### config.mk
export PLATFORM = sky130hd
export DESIGN_NAME = baud_rate_gen
export DESIGN_NICKNAME = d
export VERILOG_FILES = /design/src/rtl/baud_pkg.sv /design/src/rtl/baud_div_reg.sv /design/src/rtl/baud_div_count.sv /design/src/rtl/baud_half_rate.sv /design/src/rtl/baud_rate_gen.sv
export SDC_FILE = /design/constraint.sdc
export NUM_CORES = 1
export LEC_CHECK = 0
export BUFFER_PORTS_ARGS = -buffer_cell sky130_fd_sc_hd__buf_4
export CAP_MARGIN = 40
export CORE_MARGIN = 4
export CORE_UTILIZATION = 50
export CTS_CLUSTER_SIZE = 8
export DETAILED_ROUTE_END_ITERATION = 8
export HOLD_SLACK_MARGIN = 0.02
export PLACE_DENSITY = 0.72
export SLEW_MARGIN = 5
export SYNTH_ARGS = -nofsm -noshare
export SYNTH_HDL_FRONTEND = slang
export SYNTH_HIERARCHICAL = 1
export SYNTH_SLANG_ARGS = --single-unit
### constraint.sdc
create_clock -name clk -period 2.06 [get_ports clk]
set_input_delay 0.206 -clock clk [delete_from_list [all_inputs] [get_ports clk]]
set_output_delay 0.206 -clock clk [all_outputs]
set_load 0.01 [all_outputs]
### src/rtl/baud_pkg.sv
package baud_pkg;

  localparam int unsigned DIV_W_DEF   = 8;
  localparam int unsigned MIN_DIV_DEF = 8;
  localparam int unsigned RST_DIV_DEF = 255;

  // Outcome of a register write strobe
  typedef enum logic [1:0] {
    WR_NONE   = 2'd0,
    WR_TAKE   = 2'd1,
    WR_TOOLOW = 2'd2,
    WR_LOCKED = 2'd3
  } wr_verdict_e;

endpackage

### src/rtl/baud_div_reg.sv
module baud_div_reg
  import baud_pkg::*;
#(
  parameter int unsigned DIV_W   = DIV_W_DEF,
  parameter int unsigned MIN_DIV = MIN_DIV_DEF,
  parameter int unsigned RST_DIV = RST_DIV_DEF
) (
  input  logic             clk,
  input  logic             rst_n,
  input  logic             wr_en,
  input  logic [DIV_W-1:0] wr_data,
  input  logic             tx_enable,
  input  logic             rx_enable,
  output logic [DIV_W-1:0] div_q,
  output logic             err_q
);

  localparam logic [DIV_W-1:0] MIN_K = DIV_W'(MIN_DIV);
  localparam logic [DIV_W-1:0] RST_K = DIV_W'(RST_DIV);

  wr_verdict_e verdict;
  logic        locked;

  assign locked = tx_enable | rx_enable;

  always_comb begin
    verdict = WR_NONE;
    if (wr_en) begin
      if (wr_data < MIN_K)                 verdict = WR_TOOLOW;
      else if (locked && wr_data != div_q) verdict = WR_LOCKED;
      else                                 verdict = WR_TAKE;
    end
  end

  always_ff @(posedge clk) begin
    if (!rst_n) begin
      div_q <= RST_K;
      err_q <= 1'b0;
    end else begin
      case (verdict)
        WR_TAKE:              div_q <= wr_data;
        WR_TOOLOW, WR_LOCKED: err_q <= 1'b1;
        default: ;
      endcase
    end
  end

  // Low values never land in the register
  assert_low_rejected_R2: assert property (@(posedge clk) disable iff (!rst_n)
    (wr_en && wr_data < MIN_K) |=> ($stable(div_q) && err_q));

  // Changes while locked are refused
  assert_locked_hold_R4: assert property (@(posedge clk) disable iff (!rst_n)
    (wr_en && locked && wr_data != div_q) |=> ($stable(div_q) && err_q));

  // Free writes in range are taken
  assert_free_write_R3: assert property (@(posedge clk) disable iff (!rst_n)
    (wr_en && !locked && wr_data >= MIN_K) |=> (div_q == $past(wr_data)));

  assert_err_sticky_R10: assert property (@(posedge clk) disable iff (!rst_n)
    err_q |=> err_q);

endmodule

### src/rtl/baud_div_count.sv
module baud_div_count #(
  parameter int unsigned DIV_W   = 8,
  parameter int unsigned RST_DIV = 255
) (
  input  logic             clk,
  input  logic             rst_n,
  input  logic             power_on,
  input  logic             base_en,
  input  logic [DIV_W-1:0] next_k,
  output logic             cnt_pulse
);

  localparam logic [DIV_W-1:0] RST_K = DIV_W'(RST_DIV);
  localparam logic [DIV_W-1:0] ONE   = DIV_W'(1);

  logic [DIV_W-1:0] cnt;
  logic [DIV_W-1:0] active_k;
  logic             at_end;

  assign at_end    = (cnt == active_k - ONE);
  assign cnt_pulse = power_on & base_en & at_end;

  always_ff @(posedge clk) begin
    if (!rst_n) begin
      cnt      <= '0;
      active_k <= RST_K;
    end else if (!power_on) begin
      cnt      <= '0;
      active_k <= next_k;
    end else if (base_en) begin
      if (at_end) begin
        cnt      <= '0;
        active_k <= next_k;   // divisor switches only at reload
      end else begin
        cnt <= cnt + ONE;
      end
    end
  end

  assert_cnt_in_range_R6: assert property (@(posedge clk) disable iff (!rst_n)
    cnt < active_k);

  assert_off_clears_R7: assert property (@(posedge clk) disable iff (!rst_n)
    !power_on |=> (cnt == '0));

  // Divisor is frozen between reloads
  assert_k_frozen_R8: assert property (@(posedge clk) disable iff (!rst_n)
    (power_on && !cnt_pulse) |=> $stable(active_k));

  assert_idle_hold_R6: assert property (@(posedge clk) disable iff (!rst_n)
    (power_on && !base_en) |=> $stable(cnt));

endmodule

### src/rtl/baud_half_rate.sv
module baud_half_rate (
  input  logic clk,
  input  logic rst_n,
  input  logic power_on,
  input  logic cnt_pulse,
  output logic tick_q
);

  logic half;

  always_ff @(posedge clk) begin
    if (!rst_n) begin
      half   <= 1'b0;
      tick_q <= 1'b0;
    end else if (!power_on) begin
      half   <= 1'b0;
      tick_q <= 1'b0;
    end else begin
      tick_q <= cnt_pulse & half;
      if (cnt_pulse) half <= ~half;
    end
  end

  assert_tick_single_R9: assert property (@(posedge clk) disable iff (!rst_n)
    tick_q |=> !tick_q);

  assert_no_tick_off_R7: assert property (@(posedge clk) disable iff (!rst_n)
    !power_on |=> !tick_q);

endmodule

### src/rtl/baud_rate_gen.sv
module baud_rate_gen
  import baud_pkg::*;
#(
  parameter int unsigned DIV_W   = DIV_W_DEF,
  parameter int unsigned MIN_DIV = MIN_DIV_DEF,
  parameter int unsigned RST_DIV = RST_DIV_DEF
) (
  input  logic             clk,
  input  logic             rst_n,
  input  logic             base_en,
  input  logic             power_on,
  input  logic             tx_enable,
  input  logic             rx_enable,
  input  logic             wr_en,
  input  logic [DIV_W-1:0] wr_data,
  output logic [DIV_W-1:0] div_value,
  output logic             wr_error,
  output logic             baud_tick
);

  logic cnt_pulse;

  baud_div_reg #(
    .DIV_W  (DIV_W),
    .MIN_DIV(MIN_DIV),
    .RST_DIV(RST_DIV)
  ) u_reg (
    .clk      (clk),
    .rst_n    (rst_n),
    .wr_en    (wr_en),
    .wr_data  (wr_data),
    .tx_enable(tx_enable),
    .rx_enable(rx_enable),
    .div_q    (div_value),
    .err_q    (wr_error)
  );

  baud_div_count #(
    .DIV_W  (DIV_W),
    .RST_DIV(RST_DIV)
  ) u_cnt (
    .clk      (clk),
    .rst_n    (rst_n),
    .power_on (power_on),
    .base_en  (base_en),
    .next_k   (div_value),
    .cnt_pulse(cnt_pulse)
  );

  baud_half_rate u_half (
    .clk      (clk),
    .rst_n    (rst_n),
    .power_on (power_on),
    .cnt_pulse(cnt_pulse),
    .tick_q   (baud_tick)
  );

  assert_reset_value_R1: assert property (@(posedge clk)
    !rst_n |=> (div_value == DIV_W'(RST_DIV) && !wr_error && !baud_tick));

endmodule

## Word-level counts from Yosys, hierarchy flattened

Index checks and enable logic that the tools add are counted.

- Equal/unequal tests: 7
- Add/subtract/negate cells: 2
- Reductions and logical operators: 4
- Muxes and demuxes: 7
- Shifts and indexed selects: 0
- Divide/modulo/power cells: 0
- Order comparisons: 1
- Bitwise logic cells: 5
- Multipliers: 0

Operators by type and width:

| kind | number |
|---|---|
| 8-bit two-way mux | 4 |
| 8-bit by 1-bit adder with 8-bit output (second input constant) | 1 |
| 8-bit == test | 1 |
| 8-bit by 4-bit < comparator with 1-bit output (second input constant) | 1 |
| 8-bit inequality test | 1 |
| 8-bit by 1-bit subtractor with 8-bit output (second input constant) | 1 |
| 2-bit two-way mux | 3 |
| 2-bit == test (second input constant) | 2 |
| 2-bit AND reduction | 2 |
| 1-bit bitwise AND | 3 |
| 2-bit by 1-bit == test with 1-bit output (second input constant) | 1 |
| 2-bit by 1-bit inequality test with 1-bit output (second input constant) | 1 |
| 2-bit inequality test (second input constant) | 1 |
| 2-bit OR reduction | 1 |
| 1-bit logical AND | 1 |
| 1-bit inverter | 1 |
| 1-bit bitwise OR | 1 |

- Bits in registers: 27
- ROM bits: 0
- Memory bits (writable): 0
- Output and inout port bits: 10
- Latch bits: 0
- Memories kept: 0
- Input bits: 15

## Longest topological paths before layout

Gate-level depths: netlist of run 1.

- Depth in word-level cells: 7
- Gate-level depth with buffers: 9

## Cells and area by module

The synthesis of run 1 kept the hierarchy.

By module, submodules not included:

| module | sequential area each (µm²) | cells each | times used | area an instance (µm²) |
|---|---|---|---|---|
| baud_div_count | 320.3 | 108 | 1 | 953.4 |
| baud_div_reg | 180.2 | 54 | 1 | 510.5 |
| baud_half_rate | 40.0 | 5 | 1 | 65.1 |

## Least setup slack after synthesis of run 1

OpenSTA, ideal clock, no wires.

- Path type: register -> register
- Start: reg u_cnt.active_k[0]
- End: reg u_cnt.active_k[0]
- Period minus slack after synthesis: 2196 ps
- Stages on the path, launching flop included: 9
- Slack: -136 ps
- Required time: 1988 ps
- Path buffers: 0
- Arrival time: 2124 ps
- Cell sequence: dfxtp_1 > inv_1 > ha_1 > o21ba_1 > a221oi_2 > a41oi_1 > or4_4 > o21ai_4 > mux2i_1

- Longest elaborated chain between the ends: 4

Ends and longest elaborated chain:

| element | line | source |
|---|---|---|
| start, declared | baud_div_count.sv:17 | `logic [DIV_W-1:0] active_k;` |
| start signal, assigned | baud_div_count.sv:29 | `active_k <= next_k;` |
| start signal, assigned | baud_div_count.sv:33 | `active_k <= next_k;` |
| 8-bit by 1-bit subtractor with 8-bit output | baud_div_count.sv:20 | `assign at_end = (cnt == active_k - ONE);` |
| 8-bit == test | baud_div_count.sv:20 |  |
| 2-bit by 1-bit inequality test with 1-bit output (no line) | - |  |
| 2-bit AND reduction (no line) | - |  |

Every way passes these cells.
A chain may end at the register's enable or synchronous reset.

## Worst setup path after layout of run 1

- Start: reg u_cnt.active_k[0]
- End: reg u_cnt.active_k[5]

The elaborated chain is that of the path after synthesis.

==> metrics.md, run 1 <==
| Metric | Value |
|---|---|
| Vias per Instance | `5.43` |
| FF/Latch Area | `543 um^2` |
| HPWL Detailed | `2390 um` |
| WL final | `3150 um` |
| Nature of the critical path endpoint | `flip-flop` |
| Status | `finished with violations` |
| Reg-to-Reg Start | `u_cnt/active_k[0]$_SDFFE_PN1P_` |
| Slew of the pin with the lowest slew margin | `0.622 ns` |
| Area Growth Syn to Fin | `21.3%` |
| YS warnings | `6` |
| Core region area | `2830 um^2` |
| Worst EP required | `2.32 ns` |
| Sw Pwr | `0.240 mW` |
| GRT Residual Overflow | `0` |
| CTS Sinks | `27` |
| Drt first-iter violations | `52` |
| Routed wire length on met3 | `94 um` |
| Share of cells above drive strength 1 | `0.257` |
| Die Wd | `63.3 um` |
| WL met2 | `1610 um` |
| Routed WL per cell | `13.5 um` |
| Flop-to-flop setup slack | `-0.11 ns` |
| Final net count | `220` |
| Tmin final | `2.17 ns` |
| Clock latency at the later pin of the worst-skew pair | `0.32 ns` |
| Slew Limit Headroom | `0.585` |
| Finished Core Util | `0.655` |
| Cells after Synth | `167` |
| Final Cycle Share | `1.05` |
| Vias | `1266` |
| CTS root buffer | `clkbuf_4` |
| Failing checks | `setup timing` |
| Fillers | `250` |
| Metal-1 WL | `1420 um` |
| Sw Share | `0.258` |
| Logic pwr share | `0.160` |
| Setup Skew | `0.00480 ns` |
| R2R depth | `9` |
| Initial antenna violation count | `0` |
| # diodes | `0` |
| Synthesis-stage register bit count | `27` |
| Crit. Startpoint | `u_cnt/active_k[0]$_SDFFE_PN1P_` |
| Global-route wire length before repair | `5610 um` |
| Pre-antenna DRT Iters | `2` |
| Post-synthesis mux area share | `0.0524` |
| Fmax | `0.462 GHz` |
| Multi-input combinational cell area | `952 um^2` |
| Stages on worst setup path | `9` |
| RSZ-0062 raised after global routing | `yes` |
| Kind of critical path | `flip-flop to flip-flop` |
| Max stage delay on crit path | `0.47 ns` |
| Hold depth | `3` |
| Vias in the first global route | `1295` |
| Post-synthesis adder-cell area fraction | `0.0164` |
| Sequential-to-total area share from yosys stat | `0.354` |
| CP Cell Sequence | `inv_2 > ha_4 > o21ba_1 > a221oi_2 > a41oi_2 > or4_4 > o21ai_4 > buf_12 > mux2i_1` |
| WP data arrival | `2.42 ns` |
| Worst-case clock buffer depth | `2` |
| CTS H-Tree Depth | `1` |
| # port buffers | `24` |
| DRC | `0` |
| Initial core utilization | `0.540` |
| CTS Buf Count | `3` |
| Setup TNS | `-0.727 ns` |
| Main combinational cell family by area after synthesis | `simple AND/OR/NAND/NOR gates` |
| Syn Area/Cell | `9.16 um^2` |
| Clock power share | `0.244` |
| Clock input transition at the sequential cells of the worst setup and hold paths | `0.14 ns` |
| Post-Synth XOR/XNOR Area | `0.137` |
| Post-synthesis compound-gate area fraction | `0.109` |
| RD Place Congestion | `0.860` |
| Hold_sp | `wr_en` |
| GR Util All Layers | `0.171` |
| Synth unique cells | `32` |
| Final Hold Viols | `0` |
| CP max stage cell | `or4_4` |
| CP endpoint | `u_cnt/active_k[5]$_SDFFE_PN1P_` |
| Top Layer Used | `met4` |
| Die Y | `63.3 um` |
| Worst Path Buf+Inv | `2` |
| Power per cell area | `502 nW/um^2` |
| Max_cap viols | `0` |
| Synth Net Count | `184` |
| Maximum fanout along the worst path | `8` |
| Most frequent cells in the layout | `buf_4, dfxtp_1, xor2_1, nor2b_1, nor2_1` |
| Pre-CTS WS | `-0.0544 ns` |
| Final setup violation count | `8` |
| Largest net degree at the start of global routing | `29` |
| Final worst setup slack | `-0.107 ns` |
| CTS tree | `built` |
| Flop pwr share | `0.596` |
| Commonest non-fill, non-tap cell in the layout | `buf_4` |
| ANT nets after route | `0` |
| Reg-to-reg endpoint | `u_cnt/active_k[5]$_SDFFE_PN1P_` |
| I/O pins | `25` |
| P_int | `0.691 mW` |
| HP Class | `primary input to flip-flop` |
| Hold Buf Count CTS | `0` |
| Cell family with most CP delay | `compound AO/OA/AOI/OAI gates` |
| FP Rows | `19` |
| Area of the die | `4010 um^2` |
| Pleak | `0.740 nW` |
| Post-Syn Area | `1530 um^2` |
| Peak supply drop | `314 uV` |
| Simple-gate area share of the yosys netlist | `0.295` |
| Worst Setup Start Kind | `flip-flop` |
| Pins Over Slew Limit | `0` |
[layer usage]
layer	track usage	vias to the layer above
met2	0.312	17
met5	0	-
met4	0.0485	0
met1	0.205	589
met3	0.0266	4
li1	-	656
[cell usage after synthesis]
master,count,area share
o21ba_1,1,0.0065
or4_4,2,0.015
clkbuf_1,1,0.0025
a21oi_1,2,0.0065
a31o_1,1,0.0057
nor2_1,14,0.034
a21o_1,1,0.0049
o21ai_0,10,0.033
buf_6,3,0.022
nor2b_1,18,0.074
buf_4,1,0.0049
dfxtp_1,27,0.35
a221oi_2,1,0.0098
nand3_1,1,0.0033
nor3b_1,8,0.039
nor3_1,4,0.013
nand4_1,5,0.020
nor4_1,4,0.016
xor2_1,20,0.11
o21ai_4,2,0.021
a21oi_2,1,0.0057
a31oi_1,1,0.0041
nand2_1,7,0.017
and4_2,1,0.0065
and3_1,4,0.016
mux2i_1,8,0.052
xnor2_1,4,0.023
a2bb2oi_1,1,0.0057
ha_1,2,0.016
a41oi_1,1,0.0057
nand3b_1,8,0.039
inv_1,3,0.0074
[power by group through the flow]
stage,combinational [mW],clock [mW],sequential (mW)
after floorplan,0.0789,0,0.570
after global placement,0.145,0,0.566
after detailed placement,0.149,0,0.566
after CTS,0.150,0.240,0.555
after global routing,0.164,0.260,0.558
final,0.149,0.227,0.555
[metrics by stage]
stage / cell area, um^2 / hold WS, ns / cells / power [mW]
global placement: 1810 / 0.481 / 227 / 0.711
CTS: 1850 / 0.150 / 233 / 0.945
floorplan: 1540 / 0.352 / 167 / 0.649
finish: 1850 / 0.156 / 233 / 0.931
global route: 1850 / 0.154 / 233 / 0.983
detailed placement: 1810 / 0.496 / 227 / 0.716
[repair_timing]
action | CTS | global route
pin swaps | 0 | 1
endpoints found under the setup margin | 8 | 11
buffers inserted | 2 | 0
resized for setup | 2 | 0
[worst min-delay path by stage]
stage	end	slack [ns]
6_report	u_reg/err_q$_SDFFE_PN0P_	0.16
5_1_grt	u_half/half$_SDFFE_PN0P_	0.15
4_1_cts	u_half/half$_SDFFE_PN0P_	0.15
3_5_place_dp	u_reg/err_q$_SDFFE_PN0P_	0.50
3_3_place_gp	u_reg/err_q$_SDFFE_PN0P_	0.48
2_1_floorplan	u_half/half$_SDFFE_PN0P_	0.35
[flip-flops by register name (all words and copies together) (netlist names)]
| name | flops |
|---|---|
| u_cnt/active_k | 8 |
| u_cnt/cnt | 8 |
| u_reg/div_q | 8 |
| u_half/half | 1 |
| u_half/tick_q | 1 |
| u_reg/err_q | 1 |
[area by class of cell]
type / instances / share of cell area
multi-input cells: 132 / 0.513
repair buffers: 36 / 0.152
well taps: 31 / 0.0209
inverters: 3 / 0.00607
flip-flops and latches: 27 / 0.293
clock buffers: 4 / 0.0142
[tightest hold or removal path, stage by stage]
cell and delay (ns):
buf_4 0.10, o21ai_0 0.06, nor2_1 0.08
[cell families (layout without fill, tap and decap cells)]
kind of cell / Yosys count / count (layout)
flip-flops: 27 / 27
XOR/XNOR: 24 / 24
AO/OA/AOI/OAI: 22 / 22
adder cells (fa/ha/maj): 2 / 2
buffers and inverters: 8 / 43
multiplexers: 8 / 8
AND/OR/NAND/NOR: 76 / 76
(Power assumes the default switching activity.)
==> run 2: changes to the inputs <==
--- a/config.mk
+++ b/config.mk
@@ -13,6 +13,7 @@
 export DETAILED_ROUTE_END_ITERATION = 8
 export HOLD_SLACK_MARGIN = 0.02
 export PLACE_DENSITY = 0.72
+export SKIP_CTS_REPAIR_TIMING = 1
 export SLEW_MARGIN = 5
 export SYNTH_ARGS = -nofsm -noshare
 export SYNTH_HDL_FRONTEND = slang
==> run 2 against run 1 <==
Compared with the run above:
- the flow still finishes with violations (setup timing)
- setup slack worse by 0.0011 ns
- first-iteration DRC count is 23% higher
- global-route usage down 0.45 points
- wire length rose by 0.51%
- fmax about the same
- design area rose by 0.34%
- non-clock buffer count stayed put
- critical path type unchanged
==> metrics.md, run 2 (synthesized netlist as in run 1, its figures left out) <==
| Metric | Value |
|---|---|
| Status | `finished with violations (unchanged)` |
| Failing checks | `setup timing (unchanged)` |
| Vias | `1255 (was 1266)` |
| Top Registers | `u_cnt/active_k (8), u_cnt/cnt (8), u_reg/div_q (8) (unchanged)` |
| RD Place Congestion | `0.860 (unchanged)` |
| Peak supply drop | `314 uV (about the same)` |
| Flop-to-flop setup slack | `-0.11 ns (about the same)` |
| HPWL Detailed | `2390 um (unchanged)` |
| Drt first-iter violations | `64 (was 52)` |
| Clock latency at the later pin of the worst-skew pair | `0.32 ns (about the same)` |
| Area of the die | `4010 um^2 (unchanged)` |
| Worst Setup Start Kind | `flip-flop (unchanged)` |
| CTS root buffer | `clkbuf_4 (unchanged)` |
| Area Growth Syn to Fin | `21.7% (was 21.3%)` |
| Worst EP required | `2.32 ns (about the same)` |
| Final net count | `220 (unchanged)` |
| Max_cap viols | `0 (unchanged)` |
| # diodes | `0 (unchanged)` |
| GRT Residual Overflow | `0 (unchanged)` |
| Non-Filler Instances | `233 (unchanged)` |
| Slew Limit Headroom | `0.586 (was 0.585)` |
| HP Class | `primary input to flip-flop (unchanged)` |
| Largest net degree at the start of global routing | `29 (unchanged)` |
| Hold Slack | `0.156 ns (about the same)` |
| Pre-antenna DRT Iters | `4 (was 2)` |
| Die Wd | `63.3 um (unchanged)` |
| Final Cycle Share | `1.05 (about the same)` |
| Pleak | `0.740 nW (about the same)` |
| Commonest non-fill, non-tap cell in the layout | `buf_4 (unchanged)` |
| Initial core utilization | `0.540 (unchanged)` |
| I/O pins | `25 (unchanged)` |
| DRC | `0 (unchanged)` |
| Vias per Instance | `5.39 (was 5.43)` |
| Core region area | `2830 um^2 (unchanged)` |
| Global-route wire length before repair | `5480 um (was 5610 um)` |
| Final setup violation count | `8 (unchanged)` |
| Die Y | `63.3 um (unchanged)` |
| Final worst setup slack | `-0.108 ns (was -0.107 ns)` |
| CTS Sinks | `27 (unchanged)` |
| Inst Count DP | `227 (unchanged)` |
| WP data arrival | `2.42 ns (about the same)` |
| Design area | `1860 um^2 (was 1850 um^2)` |
| Power per cell area | `501 nW/um^2 (was 502 nW/um^2)` |
| CTS Buf Count | `3 (unchanged)` |
| RSZ-0062 raised after global routing | `yes (unchanged)` |
| CTS tree | `built (unchanged)` |
| Maximum fanout along the worst path | `8 (unchanged)` |
| GR Util All Layers | `0.166 (was 0.171)` |
| Global routing usage on met1 | `0.204 (was 0.205)` |
| Fillers | `247 (was 250)` |
| Share of cells above drive strength 1 | `0.262 (was 0.257)` |
| CTS H-Tree Depth | `1 (unchanged)` |
| Finished Core Util | `0.658 (was 0.655)` |
| Nature of the critical path endpoint | `flip-flop (unchanged)` |
| Hold depth | `3 (unchanged)` |
| Multi-input combinational cell area | `958 um^2 (was 952 um^2)` |
| Routed WL per cell | `13.6 um (was 13.5 um)` |
| # port buffers | `24 (unchanged)` |
| Worst-case clock buffer depth | `2 (unchanged)` |
| WL final | `3160 um (was 3150 um)` |
| Met2 Track Usage GR | `0.298 (was 0.312)` |
| ANT nets after route | `0 (unchanged)` |
| FP Rows | `19 (unchanged)` |
| Grt met3 use | `0.0266 (unchanged)` |
| Kind of critical path | `flip-flop to flip-flop (unchanged)` |
| Placed Instance Area | `1810 um^2 (unchanged)` |
| R2R depth | `9 (unchanged)` |
| Initial antenna violation count | `0 (unchanged)` |
| Clock input transition at the sequential cells of the worst setup and hold paths | `0.14 ns (about the same)` |
| Tmin final | `2.17 ns (about the same)` |
| Final Hold Viols | `0 (unchanged)` |
| Setup Skew | `0.00457 ns (was 0.00480 ns)` |
| Fmax | `0.461 GHz (was 0.462 GHz)` |
| Pins Over Slew Limit | `0 (unchanged)` |
| Slew of the pin with the lowest slew margin | `0.621 ns (was 0.622 ns)` |
| GRT busiest layer | `met2 (unchanged)` |
| Vias in the first global route | `1262 (was 1295)` |
| Most frequent cells in the layout | `buf_4, dfxtp_1, xor2_1, nor2b_1, nor2_1 (unchanged)` |
| FF/Latch Area | `543 um^2 (unchanged)` |
-- run 2: changes by cell type in the layout (fill, tap and decap cells not counted) --
cell	before	now
nor4_1	4	3
nor4_2	0	1
-- run 2: path summary, 6_finish.rpt --
check,to,startpoint
worst min register to register,u_half/tick_q$_SDFF_PN0_,u_half/half$_SDFFE_PN0P_
worst max-delay path,u_cnt/active_k[5]$_SDFFE_PN1P_,u_cnt/active_k[0]$_SDFFE_PN1P_
worst min-delay path,u_reg/err_q$_SDFFE_PN0P_,wr_en
worst max register to register,u_cnt/active_k[5]$_SDFFE_PN1P_,u_cnt/active_k[0]$_SDFFE_PN1P_
-- run 2: power breakdown --
group | total [mW] | leakage, nW | switching, mW | internal, mW
Combinational | 0.149 | 0.506 | 0.0720 | 0.0768
Sequential | 0.555 | 0.219 | 0.0169 | 0.538
Clock | 0.227 | 0.0150 | 0.151 | 0.0758
-- run 2: worst max-delay path, cell delays in order (launching register included) --
cell and delay [ns]:
dfxtp_2 0.36, inv_2 0.04, ha_4 0.17, o21ba_1 0.17
a221oi_2 0.29, a41oi_2 0.08, or4_4 0.48, o21ai_4 0.19
buf_12 0.15, mux2i_1 0.18
-- run 2: routing by layer --
metal  vias up  wire [um]
met3         4         94
met4         0         27
met1       578       1430
met2        17       1610
li1        656          -
met5         -          0
-- run 2: through the flow --
stage / setup WS, ns / power, mW / setup TNS (ns)
4_1_cts: -0.0893 / 0.945 / -0.567
6_report: -0.108 / 0.931 / -0.735
3_5_place_dp: -0.0544 / 0.716 / -0.290
3_3_place_gp: -0.00505 / 0.711 / -0.00973
2_1_floorplan: -0.0364 / 0.649 / -0.259
5_1_grt: -0.199 / 0.983 / -1.60
-- run 2: cell type report --
type | count | share of cell area
Timing Repair Buffer | 36 | 0.152
Sequential cell | 27 | 0.292
Multi-Input combinational cell | 132 | 0.515
Clock buffer | 4 | 0.0141
Inverter | 3 | 0.00605
Tap cell | 31 | 0.0208
==> run 3: changes to the inputs <==
--- a/config.mk
+++ b/config.mk
@@ -5,14 +5,15 @@
 export SDC_FILE = /design/constraint.sdc
 export NUM_CORES = 1
 export LEC_CHECK = 0
+export ABC_AREA = 1
 export BUFFER_PORTS_ARGS = -buffer_cell sky130_fd_sc_hd__buf_4
 export CAP_MARGIN = 40
 export CORE_MARGIN = 4
-export CORE_UTILIZATION = 50
+export CORE_UTILIZATION = 51
 export CTS_CLUSTER_SIZE = 8
 export DETAILED_ROUTE_END_ITERATION = 8
 export HOLD_SLACK_MARGIN = 0.02
-export PLACE_DENSITY = 0.72
+export PLACE_DENSITY = 0.73
 export SKIP_CTS_REPAIR_TIMING = 1
 export SLEW_MARGIN = 5
 export SYNTH_ARGS = -nofsm -noshare
==> run 3 against run 2 <==
Compared with the run above:
- the flow now finishes without violations
- synthesized cell count rose by 49%
- combinational power rose by 17%
- count of clock-buffer cells in the layout fell by 1
- fmax rose by 14%
- sequential share of layout area fell by 1.2 points
- area after synthesis rose by 7.4%
- clock power rose by 9.3%
==> metrics.md, run 3 <==
| Metric | Value |
|---|---|
| Synth Net Count | `266 (was 184)` |
| Worst Setup Start Kind | `flip-flop (unchanged)` |
| Number of synthesized flops with an enable pin | `0 (unchanged)` |
| WL final | `3450 um (was 3160 um)` |
| Tmin final | `1.91 ns (was 2.17 ns)` |
| Peak supply drop | `337 uV (was 314 uV)` |
| Sw Share | `0.291 (was 0.258)` |
| Main synth FF type | `dfxtp_1 (unchanged)` |
| Share of cells above drive strength 1 | `0.209 (was 0.262)` |
| Die Y | `64.8 um (was 63.3 um)` |
| Final setup violation count | `0 (was 8)` |
| Post-layout total power | `0.991 mW (was 0.931 mW)` |
| Slew Limit Headroom | `0.821 (was 0.586)` |
| Clock power share | `0.250 (was 0.244)` |
| Area Growth Syn to Fin | `17.7% (was 21.7%)` |
| Most frequent cells in the layout | `nand2_1, nand3_1, inv_1, buf_4, dfxtp_1 (was buf_4, dfxtp_1, xor2_1, nor2b_1, nor2_1)` |
| WP data arrival | `2.15 ns (was 2.42 ns)` |
| Max stage delay on crit path | `0.38 ns (was 0.48 ns)` |
| Pleak | `1.02 nW (was 0.740 nW)` |
| Yosys top cell by area | `dfxtp_1 (unchanged)` |
| Flop pwr share | `0.574 (was 0.596)` |
| Synth top area share | `0.329 (was 0.354)` |
| Clock input transition at the sequential cells of the worst setup and hold paths | `0.16 ns (was 0.14 ns)` |
| Power per cell area | `513 nW/um^2 (was 501 nW/um^2)` |
| Global-route wire length before repair | `6180 um (was 5480 um)` |
| Worst-case clock buffer depth | `2 (unchanged)` |
| Status | `finished clean (was finished with violations)` |
| Pre-antenna DRT Iters | `4 (unchanged)` |
| Sequential-to-total area share from yosys stat | `0.329 (was 0.354)` |
| Vias in the first global route | `1436 (was 1262)` |
| Initial antenna violation count | `0 (unchanged)` |
| Worst EP required | `2.30 ns (was 2.32 ns)` |
| Core region area | `3080 um^2 (was 2830 um^2)` |
| Cells after Synth | `249 (was 167)` |
| DRC | `0 (unchanged)` |
| Syn Area/Cell | `6.60 um^2 (was 9.16 um^2)` |
| CTS H-Tree Depth | `1 (unchanged)` |
| Cell family with most CP delay | `simple AND/OR/NAND/NOR gates (was compound AO/OA/AOI/OAI gates)` |
| Post-Syn Area | `1640 um^2 (was 1530 um^2)` |
| CTS tree | `built (unchanged)` |
| Die Wd | `64.8 um (was 63.3 um)` |
| Fmax | `0.524 GHz (was 0.461 GHz)` |
| Initial core utilization | `0.534 (was 0.540)` |
| # diodes | `0 (unchanged)` |
| RD Place Congestion | `0.912 (was 0.860)` |
| Drt first-iter violations | `103 (was 64)` |
| HP Class | `primary input to flip-flop (unchanged)` |
| Setup TNS | `0 ns (was -0.735 ns)` |
| Synthesis-stage register bit count | `27 (unchanged)` |
| Sw Pwr | `0.288 mW (was 0.240 mW)` |
| Worst Path Buf+Inv | `2 (unchanged)` |
| Inst Count DP | `315 (was 227)` |
| Area of the die | `4190 um^2 (was 4010 um^2)` |
| HPWL Detailed | `2630 um (was 2390 um)` |
| Final Hold Viols | `0 (unchanged)` |
| I/O pins | `25 (unchanged)` |
| Setup Skew | `0.00839 ns (was 0.00457 ns)` |
| P_int | `0.703 mW (was 0.691 mW)` |
| Most frequent CP cell | `nand3_1` |
| CTS Sinks | `27 (unchanged)` |
| YS warnings | `6 (unchanged)` |
| Top Registers | `u_cnt/active_k (8), u_cnt/cnt (8), u_reg/div_q (8) (unchanged)` |
| Non-Filler Instances | `321 (was 233)` |
| Vias per Instance | `4.83 (was 5.39)` |
| Maximum fanout along the worst path | `8 (unchanged)` |
| CTS Buf Count | `3 (unchanged)` |
| Clock latency at the later pin of the worst-skew pair | `0.34 ns (was 0.32 ns)` |
| Synth unique cells | `26 (was 32)` |
| Final Cycle Share | `0.927 (was 1.05)` |
| GR Util All Layers | `0.184 (was 0.166)` |
| Kind of critical path | `flip-flop to flip-flop (unchanged)` |
| Max_cap viols | `0 (unchanged)` |
| Nature of the critical path endpoint | `flip-flop (unchanged)` |
| Vias | `1551 (was 1255)` |
| Slew of the pin with the lowest slew margin | `0.267 ns (was 0.621 ns)` |
| Top cells by count, synth | `nand2_1, nand3_1, inv_1, dfxtp_1, nor2_1 (was dfxtp_1, xor2_1, nor2b_1, nor2_1, o21ai_0)` |
| Final net count | `295 (was 220)` |
| GRT Residual Overflow | `0 (unchanged)` |
| Pins Over Slew Limit | `0 (unchanged)` |
| Largest net degree at the start of global routing | `20 (was 29)` |
| ANT nets after route | `0 (unchanged)` |
| Area contributors post-synth | `dfxtp_1, nand2_1, nand3_1 (was dfxtp_1, xor2_1, nor2b_1)` |
| Most common cell in the synthesized netlist | `nand2_1 (was dfxtp_1)` |
| CP Cell Sequence | `inv_1 > ha_4 > xor2_1 > nand2_1 > nor2_1 > nand3_1 > nor2_2 > nand3_4 > buf_4 > nand3_1 > nand3_1 (was inv_2 > ha_4 > o21ba_1 > a221oi_2 > a41oi_2 > or4_4 > o21ai_4 > buf_12 > mux2i_1)` |
| Routed WL per cell | `10.7 um (was 13.6 um)` |
| Commonest non-fill, non-tap cell in the layout | `nand2_1 (was buf_4)` |
| CP max stage cell | `dfxtp_2 (was or4_4)` |
| Ys async rst share | `0 (unchanged)` |
| FP Rows | `20 (was 19)` |
| # port buffers | `24 (unchanged)` |
| Logic pwr share | `0.176 (was 0.160)` |
| CTS root buffer | `clkbuf_4 (unchanged)` |
## run 3: changes by cell type after synthesis, sizes merged, moves of 8 or more
cell and change:
mux2i -8, o21ai -9, nor3b -8, nand2 +72, xor2 -15, inv +34
nand3 +44, nor2b -18
## run 3: layer usage
| layer | vias to the layer above | wire (um) | track usage |
|---|---|---|---|
| li1 | 844 | - | - |
| met2 | 27 | 1510 | 0.271 |
| met5 | - | 0 | 0 |
| met1 | 676 | 1780 | 0.264 |
| met4 | 0 | 44 | 0.0765 |
| met3 | 4 | 115 | 0.0295 |
## run 3: path summary, 6_finish.rpt
path | from | cells past startpoint | to | slack, ns
setup / recovery | u_cnt/active_k[1]$_SDFFE_PN1P_ | 11 | u_cnt/active_k[4]$_SDFFE_PN1P_ | 0.15
hold / removal | wr_data[7] | 3 | u_reg/div_q[7]$_SDFFE_PN1N_ | 0.12
setup reg to reg | u_cnt/active_k[1]$_SDFFE_PN1P_ | 11 | u_cnt/active_k[4]$_SDFFE_PN1P_ | 0.15
hold reg to reg | u_reg/err_q$_SDFFE_PN0P_ | 2 | u_reg/err_q$_SDFFE_PN0P_ | 0.46
## run 3: cells by family after synthesis
group           count (synthesis)  synth area share
fa+ha+maj                       2            0.0152
compound gates                  6            0.0183
flops                          27             0.329
simple gates                  162             0.484
xor+xnor                        9            0.0480
buf+inv                        43             0.105
## run 3: stage by stage
stage	hold WS, ns	utilization	instance area, um^2	setup WS (ns)
CTS	0.111	0.618	1900	0.0190
detailed placement	0.439	0.608	1870	0.0461
floorplan	0.360	-	1640	0.112
global route	0.110	0.628	1930	-0.0131
global placement	0.440	0.608	1870	0.167
finish	0.121	0.628	1930	0.151
## run 3: power groups by stage
stage               Clock (mW)  Sequential (mW)  Combinational, mW
CTS                      0.259            0.569              0.172
global route             0.284            0.573              0.199
floorplan                    0            0.580              0.104
detailed placement           0            0.579              0.171
global placement             0            0.579              0.170
finish                   0.248            0.569              0.174
## run 3: worst min-delay path, cell delays in order
cell and delay, ns:
buf_4 0.10, nand3_1 0.07, nand3_1 0.07
## run 3: area by class of cell
cell class | count | area, um^2
fill | 294 | 1140
multi-input combinational | 179 | 945
inverter | 38 | 143
sequential | 27 | 542
timing repair buffer | 29 | 218
tap | 44 | 55.1
clock inverter | 1 | 8.76
clock buffer | 3 | 22.5
